--- config.mk ---
export PLATFORM = sky130hd
export DESIGN_NAME = mac_decim_fir
export DESIGN_NICKNAME = d
export VERILOG_FILES = /design/src/rtl/mac_decim_fir.sv
export SDC_FILE = /design/constraint.sdc
export NUM_CORES = 2
export LEC_CHECK = 0
export BUFFER_PORTS_ARGS = -buffer_cell sky130_fd_sc_hd__buf_2
export CELL_PAD_IN_SITES_DETAIL_PLACEMENT = 1
export CELL_PAD_IN_SITES_GLOBAL_PLACEMENT = 1
export CORE_UTILIZATION = 45
export CTS_CLUSTER_SIZE = 14
export DETAILED_ROUTE_END_ITERATION = 16
export HOLD_SLACK_MARGIN = 0.15
export PLACE_DENSITY = 0.73
export SETUP_SLACK_MARGIN = 0.4
export SLEW_MARGIN = 20
export SYNTH_ARGS = -nofsm -noshare
export SYNTH_HDL_FRONTEND = slang
export SYNTH_SLANG_ARGS = --single-unit
--- constraint.sdc ---
create_clock -name clk -period 17.6 [get_ports clk]
set_input_delay 3.52 -clock clk [delete_from_list [all_inputs] [get_ports clk]]
set_output_delay 3.52 -clock clk [all_outputs]
set_load 0.01 [all_outputs]
--- src/rtl/mac_decim_fir.sv ---
module mac_decim_fir #(
  parameter int NTAPS = 65,
  parameter int DW    = 16,
  parameter int CW    = 16,
  parameter int OW    = 40
) (
  input  logic                 clk,
  input  logic                 rst_n,
  input  logic signed [DW-1:0] in_data,
  input  logic                 in_load,
  output logic                 in_ready,
  output logic signed [OW-1:0] out_data,
  output logic                 out_valid
);
  localparam int HALF = (NTAPS - 1) / 2;
  localparam int AWID = $clog2(NTAPS);
  localparam int KW   = $clog2(HALF + 1);
  localparam int PW   = DW + 1 + CW;
  localparam logic [AWID-1:0] PLAST = AWID'(NTAPS - 1);
  localparam logic [KW-1:0]   KLAST = KW'(HALF);

  logic signed [DW-1:0] mem [NTAPS];
  logic [AWID-1:0] wptr, pa, pb;
  logic [KW-1:0]   k;
  logic            busy, phase;
  logic signed [OW-1:0] acc, acc_nx;
  logic signed [DW:0]   pre;
  logic signed [CW-1:0] cf;
  logic signed [PW-1:0] prod;
  logic accept;

  function automatic logic signed [CW-1:0] coef_at(input logic [KW-1:0] idx);
    int v;
    v = 29 * (int'(idx) + 1) * (int'(idx) + 1) - 6000;
    return v[CW-1:0];
  endfunction

  function automatic logic [AWID-1:0] inc(input logic [AWID-1:0] p);
    return (p == PLAST) ? '0 : p + AWID'(1);
  endfunction

  function automatic logic [AWID-1:0] dec(input logic [AWID-1:0] p);
    return (p == '0) ? PLAST : p - AWID'(1);
  endfunction

  assign in_ready = ~busy;
  assign accept   = in_load & ~busy;

  assign pre    = (k == KLAST) ? {mem[pa][DW-1], mem[pa]}
                               : {mem[pa][DW-1], mem[pa]} + {mem[pb][DW-1], mem[pb]};
  assign cf     = coef_at(k);
  assign prod   = pre * cf;
  assign acc_nx = acc + {{(OW-PW){prod[PW-1]}}, prod};

  always_ff @(posedge clk or negedge rst_n) begin
    if (!rst_n) begin
      for (int i = 0; i < NTAPS; i++) mem[i] <= '0;
      wptr      <= '0;
      pa        <= '0;
      pb        <= '0;
      k         <= '0;
      busy      <= 1'b0;
      phase     <= 1'b0;
      acc       <= '0;
      out_data  <= '0;
      out_valid <= 1'b0;
    end else begin
      out_valid <= 1'b0;
      if (accept) begin
        mem[wptr] <= in_data;
        wptr      <= inc(wptr);
        phase     <= ~phase;
        if (phase) begin
          busy <= 1'b1;
          pa   <= wptr;
          pb   <= inc(wptr);
          k    <= '0;
          acc  <= '0;
        end
      end else if (busy) begin
        acc <= acc_nx;
        pa  <= dec(pa);
        pb  <= inc(pb);
        k   <= k + KW'(1);
        if (k == KLAST) begin
          out_data  <= acc_nx;
          out_valid <= 1'b1;
          busy      <= 1'b0;
        end
      end
    end
  end


  valid_pulse_chk: assert property (@(posedge clk) disable iff (!rst_n)
    out_valid |=> !out_valid);


  out_hold_chk: assert property (@(posedge clk) disable iff (!rst_n)
    !out_valid |-> $stable(out_data));


  ready_with_valid_chk: assert property (@(posedge clk) disable iff (!rst_n)
    out_valid |-> in_ready);


  busy_after_even_chk: assert property (@(posedge clk) disable iff (!rst_n)
    (in_load && in_ready && phase) |=> !in_ready);


  ignore_load_chk: assert property (@(posedge clk) disable iff (!rst_n)
    (!in_ready) |=> $stable(wptr));


  odd_stays_ready_chk: assert property (@(posedge clk) disable iff (!rst_n)
    (in_load && in_ready && !phase) |=> in_ready);


  step_range_chk: assert property (@(posedge clk) disable iff (!rst_n)
    busy |-> (k <= KLAST));
endmodule

-- Word-level counts from Yosys, hierarchy flattened
Index checks and enable logic that the tools add are counted.
- register bits after elaboration: 1150
- $add $sub $neg: 8
- multipliers: 3
- magnitude comparators: 4
- equality and inequality tests: 4
- muxes and demuxes: 32
- bitwise operators: 7
- reduce and logical (&&, ||, !) cells: 5
- operators by type and width (operator ; number):
    bitwise mux 1040 bit ; 1
    binary-select mux 16 bit (select 7 bit) ; 2
    2-to-1 mux 40 bit ; 3
    demux 16 bit (select 7 bit) ; 1
    2-to-1 mux 16 bit ; 5
    2-to-1 mux 7 bit ; 9
    adder 40 bit ; 1
    multiplier 17 x 16 -> 33 bit ; 1
    multiplier 32 x 8 -> 16 bit ; 1
    multiplier 6 x 32 -> 32 bit, first input constant ; 1
    >= comparator 8 bit, second input constant ; 3
    inverter 7 -> 8 bit ; 3
    2-to-1 mux 6 bit ; 3
    adder 16 x 16 -> 17 bit ; 1
    2-to-1 mux 17 bit ; 1
    subtractor 16 x 14 -> 16 bit, second input constant ; 1
    adder 7 x 1 -> 7 bit, second input constant ; 2
    == test 7 bit, second input constant ; 2
    less-than comparator 8 x 1 -> 1 bit, second input constant ; 1
    adder 6 x 1 -> 7 bit, second input constant ; 1
    zero test 7 bit ; 1
    2-to-1 mux 1 bit ; 7
    subtractor 7 x 1 -> 7 bit, second input constant ; 1
    adder 6 x 1 -> 6 bit, second input constant ; 1
    8 further kinds ; 10

-- Longest topological paths before layout
- depth after elaboration: 10
- depth in mapped cells: 66
- gate-level depth less buffers: 63

-- Least setup slack after synthesis
OpenSTA, ideal clock, no wires.
- path type: reg-to-reg
- from: reg k[1]
- to: reg out_data[39]
- setup time: 125 ps
- arrival: 15681 ps
- required time: 17475 ps
- setup slack: 1794 ps
- stages on the path, launching flop included: 61
- buffers on the path: 2
- clock period less this slack: 15806 ps
- path through: dfrtp_1 > ha_1 > clkbuf_1 > and3_1 > xnor2_1 > inv_1 > ha_1 > inv_1 > fa_1 > fa_1 > inv_1 > ha_1 > o21a_1 > a211o_1 > a21o_1 > a21oi_1 > xnor2_1 > nand2_1 > [... 25 more ...] > ha_1 > nand4_1 > o21bai_1 > nor4b_1 > a21oi_1 > o22ai_1 > mux2i_1 > a221oi_1 > ha_1 > clkbuf_1 > a21oi_1 > o21bai_1 > a21oi_1 > mux2_2 > a41oi_1 > o21ai_0 > xnor2_1 > mux2_2
- cells in the longest elaborated chain, start to end: 6
- elaborated cells on any way between the ends: 9
- ends and longest elaborated chain (item ; line ; text):
    start: declaration ; 24 ; logic [KW-1:0] k;
    start signal: assignment ; 84 ; k <= k + KW'(1);
    adder 6 x 1 -> 7 bit ; 34 ; v = 29 * (int'(idx) + 1) * (int'(idx) + 1) - 6000;
    multiplier 6 x 32 -> 32 bit ; 34 ;
    multiplier 32 x 8 -> 16 bit ; 34 ;
    subtractor 16 x 14 -> 16 bit ; 34 ;
    multiplier 17 x 16 -> 33 bit ; 52 ; assign prod = pre * cf;
    adder 40 bit ; 53 ; assign acc_nx = acc + {{(OW-PW){prod[PW-1]}}, prod};
    end signal: assignment ; 86 ; out_data <= acc_nx;
    end: declaration ; 12 ; output logic signed [OW-1:0] out_data,
Parallel ways exist; a longest one is shown, timed or not.
A chain may end at the register's enable or synchronous reset.

-- Worst setup path after layout
- from: reg k[0]
- to: reg out_data[39]
The elaborated chain is that of the path after synthesis.

==> impl_metrics.py <==
metrics = {
    "grt": {
        "gr-usage-met3": 0.0483,
        "grt_pass1_vias": 54300,
        "globalRouteMet2Util": 0.470,
        "use_met1": 0.354,
        "grt_overflow_total": 0,
        "grt_max_degree": 171,
        "busiest_layer": "met2",
        "grt_use_total": 0.279,
        "antenna_found_initial": 10,
        "grt_pass1_wl_mm": 353,
    },
    "clocking": {
        "numCtsBuffers": 132,
        "cts_buffer_depth": 3,
        "clock_latency_ns": 0.81,
        "post_cts_resized": 0,
        "cts_hold_buf": 0,
        "htree_num_levels": 4,
        "tritoncts": "yes",
        "cts.clk_slew.worst_paths_ns": 0.06,
        "cts_sinks": 1150,
        "root_buffer": "clkbuf_16",
        "cts_setup_buffers": 0,
    },
    "cells_and_area": {
        "final_util": 0.497,
        "fin_nets": 6074,
        "syn_to_final_growth_pct": 9.50,
        "layout-drive-gt1-share": 0.396,
    },
    "critical_path": {
        "critPathLaunch": "k[0]",
        "reg2reg_from": "k[0]",
        "crit_slowest_cell": "fa_1",
        "max_stage_delay_ns": 0.55,
        "crit_path_frequent_cell": "fa_1",
        "critical_path_class": "register to register",
        "critPathArrivalTime_ns": 16.82,
        "cp-start-kind": "register",
        "worstPathMaxFanout": 30,
        "endpoint_kind": "register",
        "required_ns": 18.30,
    },
    "routing": {
        "vias_per_cell": 6.25,
        "wirelength_mm": 231,
        "drt_iter0_markers": 3959,
        "vias": 48800,
        "detail-route-antenna-nets": 0,
        "drc_errors": 0,
        "firstDrtPassIters": 5,
        "routedWlPerCell_um": 29.5,
    },
    "floorplanning": {
        "die_area_um2": 170000,
        "core_um2": 167000,
        "std_cell_rows": 150,
        "io_pins": 61,
        "initial_core_util": 0.454,
        "die_w_um": 413,
        "die_h_um": 413,
    },
    "logic_synthesis": {
        "synth_top_cell_area_share": 0.379,
        "synth_edf_count": 0,
        "ys_seq_area_frac": 0.379,
        "synthArstFlopShare": 1.00,
        "synth_area_um2": 75900,
        "synth_most_common_cell": "dfrtp_1",
        "syn_inst": 5595,
        "synth_common_cells": "dfrtp_1 (1,150), mux2_2 (1,075), mux4_2 (664), inv_1 (424), fa_1 (324)",
        "synth_top_cell_by_area": "dfrtp_1",
        "syn-num-nets": 6160,
        "yosys_warnings": 0,
        "synth.avg_cell_area_um2": 13.6,
        "synth_flop_cell": "dfrtp_1",
        "synth_cell_types": 75,
        "synthTopCellsByArea": "dfrtp_1 (38%), mux4_2 (20%), mux2_2 (16%)",
        "ys_ff_latch": 1150,
    },
    "hold_path": {
        "hp-class": "register to register",
        "hp-start": "out_data[27]",
    },
    "run_status": {
        "outcome": "finished clean",
    },
    "sta": {
        "worst_pin_slew_ns": 1.11,
        "rsz0062_at_grt": "no",
        "fin_crit_ns": 16.12,
        "slew-limit-headroom": 0.256,
        "finalHoldViolCount": 0,
        "fin_skew_ns": 0.0498,
        "drv_slew": 0,
        "fin_tns_setup_ns": 0,
        "setup_viol": 0,
        "min_period_over_period": 0.916,
        "max_freq_mhz": 62.0,
    },
    "place": {
        "place_congestion": 0.896,
        "port_buffers": 60,
        "dp.final_hpwl_mm": 147,
    },
    "run": {
        "drv_cap": 0,
    },
}
==> placed cells by master, fill, tap and decap left out, types with 8 or more instances in the layout <==
cell type / Yosys / routed
dfrtp_1: 1150 / 1142
mux2_2: 1075 / 1075
mux4_2: 664 / 664
inv_1: 424 / 424
fa_1: 324 / 324
nand2_1: 252 / 252
nor2_1: 278 / 246
ha_1: 222 / 222
clkbuf_16: 0 / 133
buf_4: 11 / 124
a21oi_1: 98 / 97
o21ai_0: 91 / 91
xnor2_1: 78 / 78
a22o_1: 60 / 60
buf_2: 31 / 59
nor2b_1: 46 / 45
a21o_1: 42 / 42
nand2b_1: 40 / 40
clkbuf_8: 0 / 33
xor2_1: 31 / 31
and2_1: 29 / 29
clkbuf_1: 322 / 27
nand3_1: 25 / 25
nor3_1: 23 / 23
o21a_1: 20 / 20
mux2i_1: 17 / 17
and3_1: 16 / 16
nor2_4: 0 / 16
nor2_2: 0 / 16
or2_2: 14 / 14
nand4_1: 14 / 14
clkinv_2: 0 / 12
buf_12: 0 / 12
o21bai_1: 10 / 10
o31ai_1: 8 / 8
a211oi_1: 8 / 8
==> metrics by stage <==
stage / instance area (µm²) / setup WS, ns / hold WS (ns) / std cells
floorplan: 75900 / 1.79 / 0.463 / 5595
global placement: 78600 / 1.28 / 0.461 / 7579
detailed placement: 78600 / 0.937 / 0.465 / 7579
CTS: 83000 / 0.918 / 0.479 / 7810
global route: 83100 / 0.468 / 0.499 / 7811
finish: 83100 / 1.48 / 0.477 / 7814
==> metal layers <==
metal | part of all wire | wire (µm)
met1 | 0.39 | 90300
met2 | 0.50 | 116000
met3 | 0.058 | 13400
met4 | 0.046 | 10700
met5 | 0.00016 | 37
==> flip-flops by register name, indices dropped and copies added (netlist names) <==
signal	flops
mem	1040
busy	1
out_valid	1
pa	7
pb	7
acc	40
out_data	40
k	6
wptr	7
phase	1
==> critical path: cells and delay by family (launching register included) <==
| family | cells | cell delay [ns] |
|---|---|---|
| multiplexers | 3 | 0.76 |
| flip-flops | 1 | 0.35 |
| buffers and inverters | 14 | 1.65 |
| AO/OA/AOI/OAI | 16 | 3.37 |
| AND/OR/NAND/NOR | 7 | 1.35 |
| adder cells (fa/ha/maj) | 19 | 8.04 |
| XOR/XNOR | 3 | 0.47 |
==> cell type report <==
class                           instances  area, µm²
Fill cell                           16300      84100
Multi-Input combinational cell       3599      44000
Sequential cell                      1150      28800
Clock buffer                          193       3880
Tap cell                             2204       2760
Inverter                              429       1620
Timing Repair Buffer                  197       1490
Clock inverter                         38        528
Antenna cell                            4       10.0
==> cells by family after synthesis <==
kind of cell | synth area share
AO/OA/AOI/OAI | 0.0379
XOR/XNOR | 0.0129
adder cells (fa/ha/maj) | 0.122
buffers and inverters | 0.0438
flip-flops | 0.379
multiplexers | 0.359
AND/OR/NAND/NOR | 0.0448
==> worst paths after layout <==
kind                           endpoint  cells after the start  slack (ns)
max                        out_data[39]                     62        1.48
min                        out_data[27]                      2        0.48
max reg2reg                out_data[39]                     62        1.48
min reg2reg                out_data[27]                      2        0.48
max in group asynchronous      mem[970]                      5       11.15
min in group asynchronous  out_data[20]                      1        2.74
Power is not shown: default switching activity piles up to over one toggle a cycle in this logic, so the estimate is an artifact.
